File: src/rtl/aud_rx_pkg.sv
package aud_rx_pkg;

  typedef enum logic [1:0] {
    FMT_LJ  = 2'b00,
    FMT_I2S = 2'b01,
    FMT_RJ  = 2'b10,
    FMT_DSP = 2'b11
  } fmt_e;

  typedef enum logic {
    CH_L = 1'b0,
    CH_R = 1'b1
  } ch_e;

  // Right-justified word length selected by the length code.
  function automatic int unsigned rj_len_bits(input logic [1:0] code);
    case (code)
      2'b01:   return 20;
      2'b10:   return 16;
      default: return 24;
    endcase
  endfunction

endpackage

File: src/rtl/aud_rx_sync.sv
module aud_rx_sync #(
  parameter int W      = 3,
  parameter int STAGES = 2
) (
  input  logic         clk,
  input  logic         rst,
  input  logic [W-1:0] async_in,
  output logic [W-1:0] sync_out
);

  genvar gi;
  generate
    for (gi = 0; gi < W; gi++) begin : g_bit
      logic [STAGES-1:0] chain;
      always_ff @(posedge clk) begin
        if (rst) chain <= '0;
        else     chain <= {chain[STAGES-2:0], async_in[gi]};
      end
      assign sync_out[gi] = chain[STAGES-1];
    end
  endgenerate

endmodule

File: src/rtl/aud_rx_edge.sv
module aud_rx_edge (
  input  logic clk,
  input  logic rst,
  input  logic lvl,
  output logic rise,
  output logic fall
);

  logic lvl_q;

  always_ff @(posedge clk) begin
    if (rst) lvl_q <= 1'b0;
    else     lvl_q <= lvl;
  end

  assign rise = lvl & ~lvl_q;
  assign fall = ~lvl & lvl_q;

endmodule

File: src/rtl/aud_rx_framer.sv
module aud_rx_framer
  import aud_rx_pkg::*;
#(
  parameter int SAMPLE_W  = 24,
  parameter int SLOT_BITS = 32,
  parameter int CNT_W     = $clog2(SLOT_BITS) + 1
) (
  input  logic             clk,
  input  logic             rst,
  input  logic [1:0]       fmt_sel,
  input  logic [1:0]       rj_len,
  input  logic             cap_rise,
  input  logic             cap_fall,
  input  logic             lr,
  input  logic             dat,
  output logic             wr_en,
  output ch_e              wr_ch,
  output logic [CNT_W-1:0] wr_pos,
  output logic             wr_bit,
  output logic             clr_en,
  output ch_e              clr_ch,
  output logic             emit
);

  localparam logic [CNT_W-1:0] CNT_MAX  = {CNT_W{1'b1}};
  localparam logic [CNT_W-1:0] FULL_LEN = CNT_W'(SAMPLE_W);
  localparam logic [CNT_W-1:0] SLOT_LEN = CNT_W'(SLOT_BITS);

  fmt_e             fmt_q;
  logic             primed, in_slot, have_left, lr_prev;
  ch_e              cur_ch, dsp_next, new_ch;
  logic [CNT_W-1:0] idx, idx_inc, delay, word_len, pos;
  logic             chg, cap, start_det;

  assign chg     = (fmt_sel != fmt_q);
  assign cap     = (fmt_sel == FMT_DSP) ? cap_fall : cap_rise;
  assign idx_inc = (idx == CNT_MAX) ? idx : idx + 1'b1;
  assign pos     = idx_inc - delay;
  assign wr_bit  = dat;

  always_comb begin
    case (fmt_sel)
      FMT_LJ:  delay = '0;
      FMT_RJ:  delay = SLOT_LEN - CNT_W'(rj_len_bits(rj_len));
      default: delay = CNT_W'(1);
    endcase
    word_len = (fmt_sel == FMT_RJ) ? CNT_W'(rj_len_bits(rj_len)) : FULL_LEN;
  end

  always_comb begin
    case (fmt_sel)
      FMT_I2S: new_ch = lr ? CH_R : CH_L;
      FMT_DSP: new_ch = dsp_next;
      default: new_ch = lr ? CH_L : CH_R;
    endcase
    if (fmt_sel == FMT_DSP) start_det = primed & lr & ~lr_prev;
    else                    start_det = primed & (lr ^ lr_prev);
  end

  always_comb begin
    wr_en  = 1'b0;
    wr_ch  = cur_ch;
    wr_pos = '0;
    clr_en = 1'b0;
    clr_ch = new_ch;
    emit   = 1'b0;
    if (cap && !chg) begin
      if (start_det) begin
        clr_en = 1'b1;
        if (delay == CNT_W'(1)) begin
          // trailing bit of the slot that is closing
          if (in_slot && idx < word_len) begin
            wr_en  = 1'b1;
            wr_ch  = cur_ch;
            wr_pos = idx;
          end
        end else if (delay == '0) begin
          wr_en  = 1'b1;
          wr_ch  = new_ch;
          wr_pos = '0;
        end
        emit = in_slot && (cur_ch == CH_R) && (new_ch == CH_L) && have_left;
      end else if (in_slot) begin
        if (idx_inc >= delay && pos < word_len) begin
          wr_en  = 1'b1;
          wr_ch  = cur_ch;
          wr_pos = pos;
        end
      end
    end
  end

  always_ff @(posedge clk) begin
    if (rst) begin
      fmt_q     <= FMT_LJ;
      primed    <= 1'b0;
      lr_prev   <= 1'b0;
      in_slot   <= 1'b0;
      cur_ch    <= CH_L;
      idx       <= '0;
      have_left <= 1'b0;
      dsp_next  <= CH_L;
    end else begin
      fmt_q <= fmt_e'(fmt_sel);
      if (chg) begin
        primed    <= 1'b0;
        in_slot   <= 1'b0;
        have_left <= 1'b0;
        dsp_next  <= CH_L;
        idx       <= '0;
      end else if (cap) begin
        lr_prev <= lr;
        primed  <= 1'b1;
        if (start_det) begin
          in_slot  <= 1'b1;
          cur_ch   <= new_ch;
          idx      <= '0;
          dsp_next <= (new_ch == CH_L) ? CH_R : CH_L;
          if (new_ch == CH_L) have_left <= 1'b1;
        end else if (in_slot) begin
          idx <= idx_inc;
        end
      end
    end
  end

endmodule

File: src/rtl/aud_rx_assembler.sv
module aud_rx_assembler
  import aud_rx_pkg::*;
#(
  parameter int SAMPLE_W = 24,
  parameter int CNT_W    = 6
) (
  input  logic                clk,
  input  logic                rst,
  input  logic                wr_en,
  input  ch_e                 wr_ch,
  input  logic [CNT_W-1:0]    wr_pos,
  input  logic                wr_bit,
  input  logic                clr_en,
  input  ch_e                 clr_ch,
  input  logic                emit,
  output logic [SAMPLE_W-1:0] left_sample,
  output logic [SAMPLE_W-1:0] right_sample,
  output logic                pair_valid
);

  localparam logic [CNT_W-1:0] TOP_BIT = CNT_W'(SAMPLE_W - 1);
  localparam int NUM_CH = 2;

  logic [SAMPLE_W-1:0] bit_mask;
  assign bit_mask = {{(SAMPLE_W-1){1'b0}}, 1'b1} << (TOP_BIT - wr_pos);

  genvar gc;
  generate
    for (gc = 0; gc < NUM_CH; gc++) begin : g_ch
      logic [SAMPLE_W-1:0] acc_q, acc_d;
      always_comb begin
        acc_d = acc_q;
        if (clr_en && clr_ch == ch_e'(gc)) acc_d = '0;
        if (wr_en && wr_ch == ch_e'(gc))
          acc_d = (acc_d & ~bit_mask) | (wr_bit ? bit_mask : '0);
      end
      always_ff @(posedge clk) begin
        if (rst) acc_q <= '0;
        else     acc_q <= acc_d;
      end
    end
  endgenerate

  always_ff @(posedge clk) begin
    if (rst) begin
      left_sample  <= '0;
      right_sample <= '0;
      pair_valid   <= 1'b0;
    end else begin
      pair_valid <= emit;
      if (emit) begin
        left_sample  <= g_ch[0].acc_q;
        right_sample <= g_ch[1].acc_d;
      end
    end
  end

endmodule

File: src/rtl/aud_ser_rx.sv
module aud_ser_rx
  import aud_rx_pkg::*;
#(
  parameter int SAMPLE_W    = 24,
  parameter int SLOT_BITS   = 32,
  parameter int SYNC_STAGES = 2
) (
  input  logic                clk,
  input  logic                rst,
  input  logic                ser_bclk,
  input  logic                ser_lrclk,
  input  logic                ser_data,
  input  logic [1:0]          fmt_sel,
  input  logic [1:0]          rj_len,
  output logic [SAMPLE_W-1:0] left_sample,
  output logic [SAMPLE_W-1:0] right_sample,
  output logic                pair_valid
);

  localparam int CNT_W = $clog2(SLOT_BITS) + 1;

  logic [2:0]       s_lines;
  logic             bclk_rise, bclk_fall;
  logic             wr_en, wr_bit, clr_en, emit_w;
  ch_e              wr_ch, clr_ch;
  logic [CNT_W-1:0] wr_pos;

  aud_rx_sync #(.W(3), .STAGES(SYNC_STAGES)) sync_i (
    .clk(clk), .rst(rst),
    .async_in({ser_data, ser_lrclk, ser_bclk}),
    .sync_out(s_lines)
  );

  aud_rx_edge edge_i (
    .clk(clk), .rst(rst), .lvl(s_lines[0]),
    .rise(bclk_rise), .fall(bclk_fall)
  );

  aud_rx_framer #(.SAMPLE_W(SAMPLE_W), .SLOT_BITS(SLOT_BITS), .CNT_W(CNT_W)) framer_i (
    .clk(clk), .rst(rst), .fmt_sel(fmt_sel), .rj_len(rj_len),
    .cap_rise(bclk_rise), .cap_fall(bclk_fall),
    .lr(s_lines[1]), .dat(s_lines[2]),
    .wr_en(wr_en), .wr_ch(wr_ch), .wr_pos(wr_pos), .wr_bit(wr_bit),
    .clr_en(clr_en), .clr_ch(clr_ch), .emit(emit_w)
  );

  aud_rx_assembler #(.SAMPLE_W(SAMPLE_W), .CNT_W(CNT_W)) asm_i (
    .clk(clk), .rst(rst),
    .wr_en(wr_en), .wr_ch(wr_ch), .wr_pos(wr_pos), .wr_bit(wr_bit),
    .clr_en(clr_en), .clr_ch(clr_ch), .emit(emit_w),
    .left_sample(left_sample), .right_sample(right_sample),
    .pair_valid(pair_valid)
  );

endmodule

File: config.mk
export PLATFORM = sky130hd
export DESIGN_NAME = aud_ser_rx
export DESIGN_NICKNAME = d
export VERILOG_FILES = /design/src/rtl/aud_rx_pkg.sv /design/src/rtl/aud_rx_sync.sv /design/src/rtl/aud_rx_edge.sv /design/src/rtl/aud_rx_framer.sv /design/src/rtl/aud_rx_assembler.sv /design/src/rtl/aud_ser_rx.sv
export SDC_FILE = /design/constraint.sdc
export NUM_CORES = 1
export LEC_CHECK = 0
export ABC_CLOCK_PERIOD_IN_PS = 6800
export BUFFER_PORTS_ARGS = -buffer_cell sky130_fd_sc_hd__buf_2
export CAP_MARGIN = 20
export CELL_PAD_IN_SITES_DETAIL_PLACEMENT = 1
export CELL_PAD_IN_SITES_GLOBAL_PLACEMENT = 1
export CORE_MARGIN = 2
export CORE_UTILIZATION = 46
export DETAILED_ROUTE_END_ITERATION = 7
export GPL_ROUTABILITY_DRIVEN = 0
export PLACE_DENSITY = 0.89
export SYNTH_ARGS = -nofsm -noshare
export SYNTH_HDL_FRONTEND = slang
export SYNTH_HIERARCHICAL = 1
export SYNTH_SLANG_ARGS = --single-unit
File: constraint.sdc
create_clock -name clk -period 6.8 [get_ports clk]
set_input_delay 0.68 -clock clk [delete_from_list [all_inputs] [get_ports clk]]
set_output_delay 0.68 -clock clk [all_outputs]
set_load 0.02 [all_outputs]
==> metrics.txt <==
PD cells 241 nW/um^2; CTS Buf Count 17; Antenna diodes 0; total track usage 27.1%; 1st-iter DRT viols 417; Synth top area share 38.3%; final setup fails 0; Cell Area, Synth 6170 sq um; fin nets around 680; Port Buffer Count 57; Std-Cell Rows 42; Switching Fraction 21.7%; hold_buf cts 0; Placement Setup Slack 883 ps; worst setup margin about 450 ps; syn nets 655; crit path launch type flip-flop; relative max-transition margin roughly a fifth; sequential cell fraction of total power 41.3%; WL/cell 21.8 um; most frequent cells in the layout 118 x dfxtp_1, 59 x mux2i_1, 57 x buf_2; Max Clock Skew 6.81 ps; CTS tree yes; die area 14400 sq um; I/O pins 58; clk slew on worst S/H paths 60 ps; RSZ-0062 raised after global routing no; antenna violations before repair 0; Crit. End Element flip-flop; Synth area leader dfxtp_1; worst path arrival time 6670 ps; worst skew pair latency 430 ps; Hold Violations, Final 0; drt first pass iters 5; part of the Yosys area used for sequential elements a little under two fifths; post-route ant nets 0; CP Class reg2reg; DRC errors left 0; slew at the pin closest to its max-slew limit around 1200 ps; final WL 18.4 mm; initial core utilization 46.8%; core footprint between 10000 and 15000 sq um; first-pass GRT wire length 29.9 mm; Sw Pwr about 370 uW; Finished Cell Area about 7000 sq um; fmax 158 MHz; CP max FO 8; syn avg cell area 9.67 sq um; Distinct cells, synth 63; status complete, no violations; maximum vdd drop between 0.00015 and 0.0002 V; Die W between 100 and 150 um; H-Tree Depth 4; Layout area overhead 13.7%; CTS Sinks 118; most common cell after layout, fill and taps aside dfxtp_1; Resized cells post-CTS 0; routed vias 5157; CP Data Required Time between 7000 and 8000 ps; worst hold-check path type reg2reg; Max Transition Viols Final 0; post-layout util between 50 and 60%; Synth async-reset ratio 0%; vias in the first global route 5505; DP HPWL 11.7 mm; Seq cells post-synth 118; largest net degree at the start of global routing 111; fraction of layout cells with a size suffix above 1 21.8%; Gate power share 3.1%; Int Power around 1.3 mW; Cell Area, Placed around 6400 sq um; Mapped Cells 638; Synth Flop Type dfxtp_1; setup repair bufs after CTS 0; Pleak about 2.8 nW; CTS max path bufs 2; max-cap viol count 0; top area cells in the synthesized netlist dfxtp_1 38%, mux2i_1 9.6%, a221oi_2 5.8%, nand3b_1 3.9%, nor2_1 3.0%; minimum clock period around 6300 ps; post-route clock period utilization 93.3%; Die Ht 120 um; Post-synth EDFFs 0; GRT Residual Overflow 0; final setup TNS 0 ps; vias per cell 6.09; Clock power frac between 50% and 60%; clk root buf clkbuf_16; synth warn 6
[worst max-delay path, cell delays in order, from the launching register on]
cell	delay, ps
dfxtp_1	450
ha_1	290
nand3_2	170
or2_2	390
xnor2_1	140
ha_1	250
nor2b_1	180
o31ai_4	290
a21oi_1	150
xnor2_1	190
ha_1	250
a2111oi_0	490
a211oi_1	110
a41oi_2	200
nand2_1	80
o21ai_0	880
ha_1	510
nor4bb_1	480
buf_4	260
a32oi_1	130
a211oi_1	340
[layout make-up]
class / instances / area, sq um
fill: 1476 / 6170
multi-input combinational: 447 / 3440
sequential: 118 / 2360
clock buffer: 19 / 433
timing repair buffer: 64 / 338
tap: 176 / 220
clock inverter: 13 / 181
inverter: 10 / 37.5
[flip-flops by register name, summed over array words and instances, names as in the netlist]
name                count
edge_i/lvl_q            1
asm_i/g_ch.acc_q       48
framer_i/idx            6
framer_i/cur_ch         1
asm_i/left_sample      24
framer_i/in_slot        1
framer_i/have_left      1
framer_i/fmt_q          2
framer_i/lr_prev        1
asm_i/right_sample     24
asm_i/pair_valid        1
framer_i/primed         1
framer_i/dsp_next       1
sync_i/g_bit.chain      6
[final timing paths]
path | startpoint | end | slack [ps] | depth (start not counted)
worst min-delay path | sync_i/g_bit[1].chain[0]$_SDFF_PP0_ | sync_i/g_bit[1].chain[1]$_SDFF_PP0_ | 440 | 1
worst max-delay path | framer_i/idx[1]$_SDFFE_PP0P_ | asm_i/g_ch[0].acc_q[7]$_SDFF_PP0_ | 450 | 20
worst max register to register | framer_i/idx[1]$_SDFFE_PP0P_ | asm_i/g_ch[0].acc_q[7]$_SDFF_PP0_ | 450 | 20
worst min register to register | sync_i/g_bit[1].chain[0]$_SDFF_PP0_ | sync_i/g_bit[1].chain[1]$_SDFF_PP0_ | 440 | 1
[logic make-up (layout without fill, tap and decap cells)]
logic type,Yosys count,after routing,share of synthesized area (%)
xor gates and xnor gates,11,11,1.99
and+or+nand+nor,213,213,20.4
AOI/OAI and AO/OA,152,152,21.5
DFF,118,118,38.3
muxes,61,61,10.0
buffers and inverters,73,106,5.98
adders and majority gates,9,9,1.78
other,1,1,0.0608
[synth_stat cells, types with 13 or more instances]
library cell	count
a21oi_1	13
a32oi_1	17
nor3_1	14
buf_2	15
mux2i_1	59
nand3b_1	32
dfxtp_1	118
a21boi_0	24
a211oi_1	19
clkbuf_1	33
nor2_1	50
nand3_1	29
nand2_1	19
nor2b_1	17
a221oi_2	24
o21bai_1	24
[power groups by stage]
| stage | logic (mW) | clock network [mW] | registers (mW) |
|---|---|---|---|
| 6_report | 0.0516 | 0.940 | 0.696 |
| 5_1_grt | 0.0565 | 0.977 | 0.696 |
| 4_1_cts | 0.0514 | 0.946 | 0.696 |
| 3_5_place_dp | 0.0511 | 0 | 0.711 |
| 3_3_place_gp | 0.0479 | 0 | 0.711 |
| 2_1_floorplan | 0.0414 | 0 | 0.710 |
[through the flow]
stage / hold slack [ps] / power, mW / std cells
4_1_cts: 440 / 1.69 / 846
3_3_place_gp: 419 / 0.759 / 814
6_report: 439 / 1.69 / 847
5_1_grt: 466 / 1.73 / 847
2_1_floorplan: 414 / 0.751 / 638
3_5_place_dp: 427 / 0.762 / 814
[per-layer routing]
layer	wire, um	global-route usage, %
met2	9260	46.1
met3	785	6.08
met4	558	11.8
met5	0	0
met1	7830	32.7
No activity file was read; power rests on OpenSTA's default activity.
